[src/rtl/fbpix_pkg.sv]
package fbpix_pkg;

    typedef enum logic [1:0] {
        FMT_PAD24  = 2'd0,
        FMT_PACK24 = 2'd1,
        FMT_RGB16  = 2'd2,
        FMT_ALT    = 2'd3
    } pix_fmt_e;

    typedef enum logic [1:0] {
        ST_EMPTY = 2'd0,
        ST_PART  = 2'd1,
        ST_AVAIL = 2'd2
    } fill_st_e;

    // bytes removed from the holding register for one pixel
    function automatic logic [2:0] bytes_per_pix(input pix_fmt_e f);
        logic [2:0] n;
        unique case (f)
            FMT_PACK24: n = 3'd3;
            FMT_RGB16:  n = 3'd2;
            default:    n = 3'd4;
        endcase
        return n;
    endfunction

endpackage

[src/rtl/fbpix_stage.sv]
module fbpix_stage
    import fbpix_pkg::*;
#(
    parameter int WORD_BYTES = 4,
    parameter int HOLD_BYTES = 2 * WORD_BYTES,
    parameter int HEAD_BYTES = 3
) (
    input  logic                      clk,
    input  logic                      rst_n,
    input  pix_fmt_e                  fmt,
    input  logic                      word_valid,
    input  logic [WORD_BYTES*8-1:0]   word_data,
    output logic                      word_ready,
    input  logic                      pop,
    output logic                      pix_avail,
    output logic [HEAD_BYTES*8-1:0]   head
);

    localparam int HOLD_W = HOLD_BYTES * 8;
    localparam int CNT_W  = $clog2(HOLD_BYTES + 1);
    localparam int SH_W   = $clog2(HOLD_W + 1);
    localparam int ROOM   = HOLD_BYTES - WORD_BYTES;

    logic [HOLD_W-1:0] hold_q, hold_s, hold_n;
    logic [CNT_W-1:0]  cnt_q, cnt_s, cnt_n, need;
    fill_st_e          st_q, st_n;
    logic              accept, take;

    always_comb begin
        need       = CNT_W'(bytes_per_pix(fmt));
        pix_avail  = (st_q == ST_AVAIL);
        word_ready = (cnt_q <= CNT_W'(ROOM));
        accept     = word_valid && word_ready;
        take       = pop && pix_avail;
        head       = hold_q[HEAD_BYTES*8-1:0];
    end

    // byte queue: remove the head pixel first, then append the new word
    always_comb begin
        if (take) begin
            hold_s = hold_q >> (SH_W'(need) << 3);
            cnt_s  = cnt_q - need;
        end else begin
            hold_s = hold_q;
            cnt_s  = cnt_q;
        end
        if (accept) begin
            hold_n = hold_s | (HOLD_W'(word_data) << (SH_W'(cnt_s) << 3));
            cnt_n  = cnt_s + CNT_W'(WORD_BYTES);
        end else begin
            hold_n = hold_s;
            cnt_n  = cnt_s;
        end
    end

    // fill state transitions
    always_comb begin
        st_n = st_q;
        unique case (st_q)
            ST_EMPTY: begin
                if (accept)
                    st_n = (cnt_n >= need) ? ST_AVAIL : ST_PART;   // fill
            end
            ST_PART: begin
                if (cnt_n >= need)
                    st_n = ST_AVAIL;                               // complete
            end
            ST_AVAIL: begin
                if (cnt_n == '0)
                    st_n = ST_EMPTY;                               // drain
                else if (cnt_n < need)
                    st_n = ST_PART;                                // split
            end
            default: st_n = ST_EMPTY;
        endcase
    end

    always_ff @(posedge clk) begin
        if (!rst_n) begin
            st_q   <= ST_EMPTY;
            cnt_q  <= '0;
            hold_q <= '0;
        end else begin
            st_q   <= st_n;
            cnt_q  <= cnt_n;
            hold_q <= hold_n;
        end
    end


    cnt_cap_chk: assert property (@(posedge clk) disable iff (!rst_n)
        cnt_q <= CNT_W'(HOLD_BYTES));


    avail_cnt_chk: assert property (@(posedge clk) disable iff (!rst_n)
        pix_avail |-> (cnt_q >= need));


    empty_ready_chk: assert property (@(posedge clk) disable iff (!rst_n)
        (st_q == ST_EMPTY) |-> (word_ready && cnt_q == '0));

endmodule

[src/rtl/fbpix_lane_map.sv]
module fbpix_lane_map
    import fbpix_pkg::*;
#(
    parameter int LANES  = 3,
    parameter int LANE_W = 8,
    parameter int C16_W  = 5
) (
    input  pix_fmt_e                  fmt,
    input  logic                      swap,
    input  logic [LANES*LANE_W-1:0]   head,
    output logic [LANES*LANE_W-1:0]   bus
);

    localparam int I_POS  = LANES * C16_W;
    localparam int PAD16  = LANE_W - C16_W - 1;

    logic intens;
    assign intens = head[I_POS];

    for (genvar k = 0; k < LANES; k++) begin : g_lane
        localparam int SRC_N = k;
        localparam int SRC_S = LANES - 1 - k;

        logic [LANE_W-1:0] v24, v16;
        logic [C16_W-1:0]  c16;

        assign v24 = swap ? head[SRC_S*LANE_W +: LANE_W]
                          : head[SRC_N*LANE_W +: LANE_W];
        assign c16 = swap ? head[SRC_S*C16_W +: C16_W]
                          : head[SRC_N*C16_W +: C16_W];
        assign v16 = {c16, intens, {PAD16{1'b0}}};
        assign bus[k*LANE_W +: LANE_W] = (fmt == FMT_RGB16) ? v16 : v24;
    end

endmodule

[src/rtl/fbpix_unpack.sv]
module fbpix_unpack
    import fbpix_pkg::*;
#(
    parameter int WORD_W = 32,
    parameter int LANE_W = 8,
    parameter int LANES  = 3
) (
    input  logic                    clk,
    input  logic                    rst_n,
    input  logic [1:0]              cfg_fmt,
    input  logic                    cfg_swap,
    input  logic                    word_valid,
    input  logic [WORD_W-1:0]       word_data,
    output logic                    word_ready,
    input  logic                    pix_en,
    output logic [LANES*LANE_W-1:0] lcd_data,
    output logic                    pix_underflow
);

    localparam int WORD_BYTES = WORD_W / 8;
    localparam int BUS_W      = LANES * LANE_W;

    pix_fmt_e         fmt;
    logic             pix_avail;
    logic [BUS_W-1:0] head;
    logic [BUS_W-1:0] mapped;

    assign fmt = pix_fmt_e'(cfg_fmt);

    fbpix_stage #(
        .WORD_BYTES (WORD_BYTES),
        .HOLD_BYTES (2 * WORD_BYTES),
        .HEAD_BYTES (BUS_W / 8)
    ) stage_i (
        .clk        (clk),
        .rst_n      (rst_n),
        .fmt        (fmt),
        .word_valid (word_valid),
        .word_data  (word_data),
        .word_ready (word_ready),
        .pop        (pix_en),
        .pix_avail  (pix_avail),
        .head       (head)
    );

    fbpix_lane_map #(
        .LANES  (LANES),
        .LANE_W (LANE_W),
        .C16_W  (5)
    ) map_i (
        .fmt  (fmt),
        .swap (cfg_swap),
        .head (head),
        .bus  (mapped)
    );

    always_ff @(posedge clk) begin
        if (!rst_n) begin
            lcd_data      <= '0;
            pix_underflow <= 1'b0;
        end else begin
            pix_underflow <= pix_en && !pix_avail;
            if (pix_en && pix_avail)
                lcd_data <= mapped;
        end
    end


    uf_hold_chk: assert property (@(posedge clk) disable iff (!rst_n)
        (pix_en && !pix_avail) |=> (pix_underflow && $stable(lcd_data)));


    idle_hold_chk: assert property (@(posedge clk) disable iff (!rst_n)
        !pix_en |=> ($stable(lcd_data) && !pix_underflow));


    unused_lines_chk: assert property (@(posedge clk) disable iff (!rst_n)
        (fmt == FMT_RGB16) |-> ((lcd_data & 24'h030303) == 24'h0));


    intens_copy_chk: assert property (@(posedge clk) disable iff (!rst_n)
        (fmt == FMT_RGB16) |-> (lcd_data[18] == lcd_data[10] &&
                                lcd_data[10] == lcd_data[2]));

endmodule

[config.mk]
export PLATFORM = sky130hd
export DESIGN_NAME = fbpix_unpack
export DESIGN_NICKNAME = d
export VERILOG_FILES = /design/src/rtl/fbpix_pkg.sv /design/src/rtl/fbpix_stage.sv /design/src/rtl/fbpix_lane_map.sv /design/src/rtl/fbpix_unpack.sv
export SDC_FILE = /design/constraint.sdc
export NUM_CORES = 1
export LEC_CHECK = 0
export CAP_MARGIN = 20
export CELL_PAD_IN_SITES_DETAIL_PLACEMENT = 1
export CELL_PAD_IN_SITES_GLOBAL_PLACEMENT = 1
export CORE_MARGIN = 2
export CORE_UTILIZATION = 30
export DETAILED_ROUTE_END_ITERATION = 12
export PLACE_DENSITY_LB_ADDON = 0.1
export SYNTH_ARGS = -nofsm -noshare
export SYNTH_HDL_FRONTEND = slang
export SYNTH_SLANG_ARGS = --single-unit
[constraint.sdc]
create_clock -name clk -period 13.5 [get_ports clk]
set_input_delay 2.7 -clock clk [delete_from_list [all_inputs] [get_ports clk]]
set_output_delay 2.7 -clock clk [all_outputs]
set_load 0.05 [all_outputs]
### Yosys cells after proc, flatten, opt, wreduce, memory -nomap -nowiden

Cells that the tools add are included.

| word-level totals | value |
|---|---|
| output and inout port bits | 26 |
| bits of input ports | 39 |
| register bits after elaboration | 95 |
| word-level logic and storage cells | 45 |

| cells by class | value |
|---|---|
| bitwise operators | 1 |
| multiplexer cells | 18 |
| reduce and logical (&&, ||, !) cells | 7 |
| add/subtract/negate cells | 2 |
| shift operators | 2 |
| order comparisons | 3 |
| equality and inequality tests | 7 |

Operators by type and width:

| kind | number |
|---|---|
| 2-to-1 mux 64 bit | 2 |
| bitwise OR 64 bit | 1 |
| << shifter 32 x 7 -> 64 bit | 1 |
| >> shifter 64 x 6 -> 64 bit | 1 |
| 2-to-1 mux 8 bit | 5 |
| 2-to-1 mux 2 bit | 5 |
| 2-to-1 mux 5 bit | 2 |
| 2-to-1 mux 4 bit | 2 |
| one-hot mux 2 bit (3 select lines) | 1 |
| one-hot mux 3 bit (2 select lines) | 1 |
| adder 4 x 3 -> 4 bit, second input constant | 1 |
| == test 2 x 1 -> 1 bit, second input constant | 2 |
| == test 2 bit, second input constant | 2 |
| >= comparator 4 x 3 -> 1 bit | 1 |
| less-or-equal comparator 4 x 3 -> 1 bit, second input constant | 1 |
| logical NOT 4 bit | 1 |
| < comparator 4 x 3 -> 1 bit | 1 |
| != test 2 x 1 -> 1 bit, second input constant | 2 |
| subtractor 4 x 3 -> 4 bit | 1 |
| logical AND 1 bit | 3 |
| != test 3 x 1 -> 1 bit, second input constant | 1 |
| AND reduction 3 bit | 1 |
| logical NOT 2 bit | 1 |
| logical NOT 1 bit | 1 |

### Depth between registers and ports, before layout

| depth | value |
|---|---|
| depth in word-level cells | 10 |
| mapped depth | 17 |
| mapped depth without buffers | 15 |

### Modules after synthesis

From an unflattened synthesis, not the netlist that was laid out.

| second synthesis, totals | value |
|---|---|
| cell total of the unflattened synthesis | 812 |
| area total of the unflattened synthesis | 6786.5 um^2 |

By module, submodules not included:

| module | area each (um^2) | cells each | sequential area each (um^2) | times used |
|---|---|---|---|---|
| fbpix_stage | 5287.6 | 662 | 1401.3 | 1 |
| fbpix_unpack | 1039.7 | 112 | 500.5 | 1 |
| fbpix_lane_map | 459.2 | 38 | 0.0 | 1 |

### Worst setup path after synthesis

No wires, ideal clock.

| timing | value |
|---|---|
| path type | input -> register |
| start | in cfg_fmt[0] |
| end | reg stage_i.st_q[0] |
| library setup time | 0.086 ns |
| path buffers | 4 |
| setup slack | 7.117 ns |
| data required time | 13.414 ns |
| stages | 17 |
| arrival time | 6.297 ns |
| path through | inv_1 -> ha_1 -> buf_6 -> clkbuf_1 -> clkbuf_1 -> xor2_1 -> ha_1 -> mux2i_4 -> inv_2 -> buf_2 -> ha_1 -> nor2b_1 -> o21ai_0 -> nand2b_1 -> a311o_1 -> or3_1 -> a221oi_2 |

| between the ends | value |
|---|---|
| cells in the longest elaborated chain, start to end | 10 |
| elaborated cells between the ends (all ways) | 17 |
| classes of those cells | add/sub (2); order compare (2); eq/ne (4); mux (7); reduce/logical (2) |

Ends and longest elaborated chain:

| item | RTL line | RTL |
|---|---|---|
| start: declaration | fbpix_unpack.sv:10 | `input logic [1:0] cfg_fmt,` |
| == test 2 bit or == test 2 x 1 -> 1 bit (tied branches) | fbpix_pkg.sv:19 | `unique case (f)` |
| one-hot mux 3 bit (2 select lines) (*) | fbpix_pkg.sv:19 |  |
| subtractor 4 x 3 -> 4 bit (*) | fbpix_stage.sv:42 | `cnt_s = cnt_q - need;` |
| 2-to-1 mux 4 bit (*) | fbpix_stage.sv:40 | `if (take) begin` |
| adder 4 x 3 -> 4 bit | fbpix_stage.sv:49 | `cnt_n = cnt_s + CNT_W'(WORD_BYTES);` |
| 2-to-1 mux 4 bit (*) | fbpix_stage.sv:47 | `if (accept) begin` |
| via stage_i.cnt_n[1] | fbpix_stage.sv:25 | `logic [CNT_W-1:0] cnt_q, cnt_s, cnt_n, need;` |
| >= comparator 4 x 3 -> 1 bit | fbpix_stage.sv:62, fbpix_stage.sv:65 |  |
| 2-to-1 mux 2 bit | fbpix_stage.sv:62 | `st_n = (cnt_n >= need) ? ST_AVAIL : ST_PART;` |
| 2-to-1 mux 2 bit | fbpix_stage.sv:61 | `if (accept)` |
| one-hot mux 2 bit (3 select lines) | fbpix_stage.sv:59 | `unique case (st_q)` |
| end signal: assignment | fbpix_stage.sv:84 | `st_q <= st_n;` |
| end: declaration | fbpix_stage.sv:26 | `fill_st_e st_q, st_n;` |

Mark *: on every way through the listed nets, which the timed path passes. The rest lies on a longest branch. The select of a mux whose other input is x is not followed.
A chain may end at the register's enable or synchronous reset.

### Worst setup path in the final report

Ends and elaborated chain as after synthesis.

==> impl_metrics.env <==
export IMPL_drv_slew=0
export IMPL_crit_type="input port to register"
export IMPL_cts_buffers=9
export IMPL_postSynthCellCount=676
export IMPL_via_per_inst=5.523
export IMPL_ys_seq_area_share_pct=31.65
export IMPL_yosys_area_top_type="dfxtp_1"
export IMPL_cts_resized=0
export IMPL_antenna_cells=0
export IMPL_leakage_nw=2.446
export IMPL_syn_nets=723
export IMPL_synth_main_ff_cell="dfxtp_1"
export IMPL_dr_total_vias=5374
export IMPL_period_minus_slack_ps=7521
export IMPL_cts_tree="yes"
export IMPL_hold_viol=0
export IMPL_synth_seq_cells=95
export IMPL_pwr_density_cell_nw_per_um2=161.0
export IMPL_drc=0
export IMPL_setup_viol=0
export IMPL_yosys_top_cells_area="dfxtp_1 (32%), mux2i_1 (12%), nand2_1 (6.6%)"
export IMPL_fin_nets=751
export IMPL_dp_hpwl_um=14140
export IMPL_core_um2=19590
export IMPL_min_period_over_period_pct=55.71
export IMPL_drv_cap=0
export IMPL_hold_path_class="register to register"
export IMPL_grt_pass1_vias=5296
export IMPL_avgSynthCellArea_um2=8.890
export IMPL_crit_chain="clkdlybuf4s50_1 -> inv_1 -> ha_1 -> buf_4 -> clkinv_1 -> ha_1 -> xnor2_1 -> a21o_1 -> xnor2_1 -> ha_1 -> o21ai_0 -> nand2b_1 -> a311o_1 -> or3_1 -> a221oi_2"
export IMPL_wire_per_inst_um=21.09
export IMPL_drtIter0Drc=440
export IMPL_finClkSkew_ps=9.065
export IMPL_peakVddDrop_mv=0.06681
export IMPL_whs_ps=465.9
export IMPL_insertion_delay_ps=350
export IMPL_fp_dieW_um=145.5
export IMPL_layout_drive_gt1_share_pct=9.181
export IMPL_routed_wl_met2_um=8842
export IMPL_cp_data_arrival_time_ps=7780
export IMPL_syn_area_um2=6010
export IMPL_critical_path_buf_inv_count=4
export IMPL_port_buffers=64
export IMPL_dr_wl_met3_um=861
export IMPL_rsz0062_at_grt="no"
export IMPL_io_pin_count=65
export IMPL_cts_path_max_buffers=2
export IMPL_cp_end_kind="register"
export IMPL_grt_usage_pct=19.30
export IMPL_routed_top_layer="met4"
export IMPL_grt_max_degree=101
export IMPL_finalWeightedCongestion=0.8285
export IMPL_drt_first_pass_iters=7
export IMPL_die_area_um2=21180
export IMPL_crit_slowest_cell="clkinv_1"
export IMPL_die_y_um=145.5
export IMPL_num_rows=51
export IMPL_root_buffer="clkbuf_16"
export IMPL_synth_edf_count=0
export IMPL_grt_pass1_wl_um=32310
export IMPL_cts_sinks=95
export IMPL_cp_common_cell="ha_1"
export IMPL_yosysTopAreaCellShare_pct=31.65
export IMPL_antenna_left=0
export IMPL_timing_fmax_mhz=133.0
export IMPL_slowest_delay_ps=820
export IMPL_syn_to_final_growth_pct=18.36
export IMPL_start_util_pct=30.68
export IMPL_crit_family="buffers and inverters"
export IMPL_worstSetupStartpointType="input port"
export IMPL_tightest_slew_ps=1068
export IMPL_antenna_found_initial=0
export IMPL_synth_cell_type_count=60
export IMPL_cp_max_fo=55
export IMPL_synth_most_common_cell="nand2_1"
export IMPL_status="finished clean"
export IMPL_slew_limit_headroom_pct=28.80
export IMPL_finalSetupTns_ps=0
export IMPL_p_total_mw=1.145
export IMPL_drt_met1_wl_um=10570
export IMPL_yosys_warnings=0
export IMPL_clkTransAtPathRegs_ps=70
export IMPL_required_ps=13760
export IMPL_async_flop_share_pct=0
export IMPL_synth_top_cells_by_count="nand2_1 (106), dfxtp_1 (95), mux2i_1 (74)"
export IMPL_hold_buffers=0
export IMPL_htree_levels=3
export IMPL_grt_overflow=0
export IMPL_cts_setup_buffers=0
export IMPL_wl_um=20520
==> where the power goes <==
group / internal, mW / switching [mW]
clock network: 0.143 / 0.120
logic: 0.191 / 0.285
registers: 0.339 / 0.0679
==> metrics by stage <==
stage	setup WS, ps	util, %	std cells	instance area, µm²
3_3_place_gp	5788	34.70	957	6798
2_1_floorplan	7117	-	676	6010
4_1_cts	5951	36.17	972	7086
6_report	5979	36.31	973	7113
3_5_place_dp	5602	34.70	957	6798
5_1_grt	5558	36.31	973	7113
==> tightest hold or removal path, cell delays in order (launching register included) <==
cell and delay [ps]:
dfxtp_1 310, nand2_1 40, a21boi_0 60
==> cells by family after synthesis <==
logic type | share of synthesized area, %
flops | 31.65
xor+xnor | 0.9996
compound gates | 23.76
simple gates | 18.45
buf+inv | 4.789
mux | 18.70
fa+ha+maj | 1.666
==> layout by cell type (no fill, tap or decap), drive strengths merged, types with 4 or more instances in the layout <==
master / instances
a211oi: 17
a21boi: 30
a21oi: 8
a221oi: 24
a222oi: 8
a22oi: 9
and2: 12
buf: 11
clkbuf: 10
clkdlybuf4s50: 63
dfxtp: 95
ha: 8
inv: 10
mux2: 10
mux2i: 76
mux4: 10
nand2: 106
nand3: 19
nor2: 27
nor2b: 39
nor3: 14
o211a: 6
o21ai: 16
o221ai: 16
o2bb2ai: 15
o311ai: 9
xnor2: 4
==> final timing paths <==
check | startpoint | endpoint | slack (ps) | cells after the start
min | lcd_data[18] | lcd_data[18] | 470 | 2
min reg2reg | lcd_data[18] | lcd_data[18] | 470 | 2
max reg2reg | stage_i.st_q[1] | stage_i.st_q[0] | 9250 | 12
max | cfg_fmt[0] | stage_i.st_q[0] | 5980 | 15
==> layer usage <==
layer | global-route usage (%) | vias up
met2 | 29.10 | 137
met1 | 29.47 | 2647
met4 | 4.608 | 0
met3 | 1.912 | 18
met5 | 0 | -
li1 | - | 2572
==> registers in the layout, summed over array words and instances, names as in the netlist <==
register and cells:
stage_i.hold_q 64, lcd_data 24, stage_i.cnt_q 4, stage_i.st_q 2
pix_underflow 1
==> cell type report <==
cell class	instances	area (µm²)
Fill cell	2264	12480
Multi-Input combinational cell	514	3824
Sequential cell	95	1902
Timing Repair Buffer	74	730.7
Tap cell	265	331.6
Clock buffer	10	229.0
Clock inverter	5	58.81
Inverter	10	37.54
(Power assumes the default switching activity.)
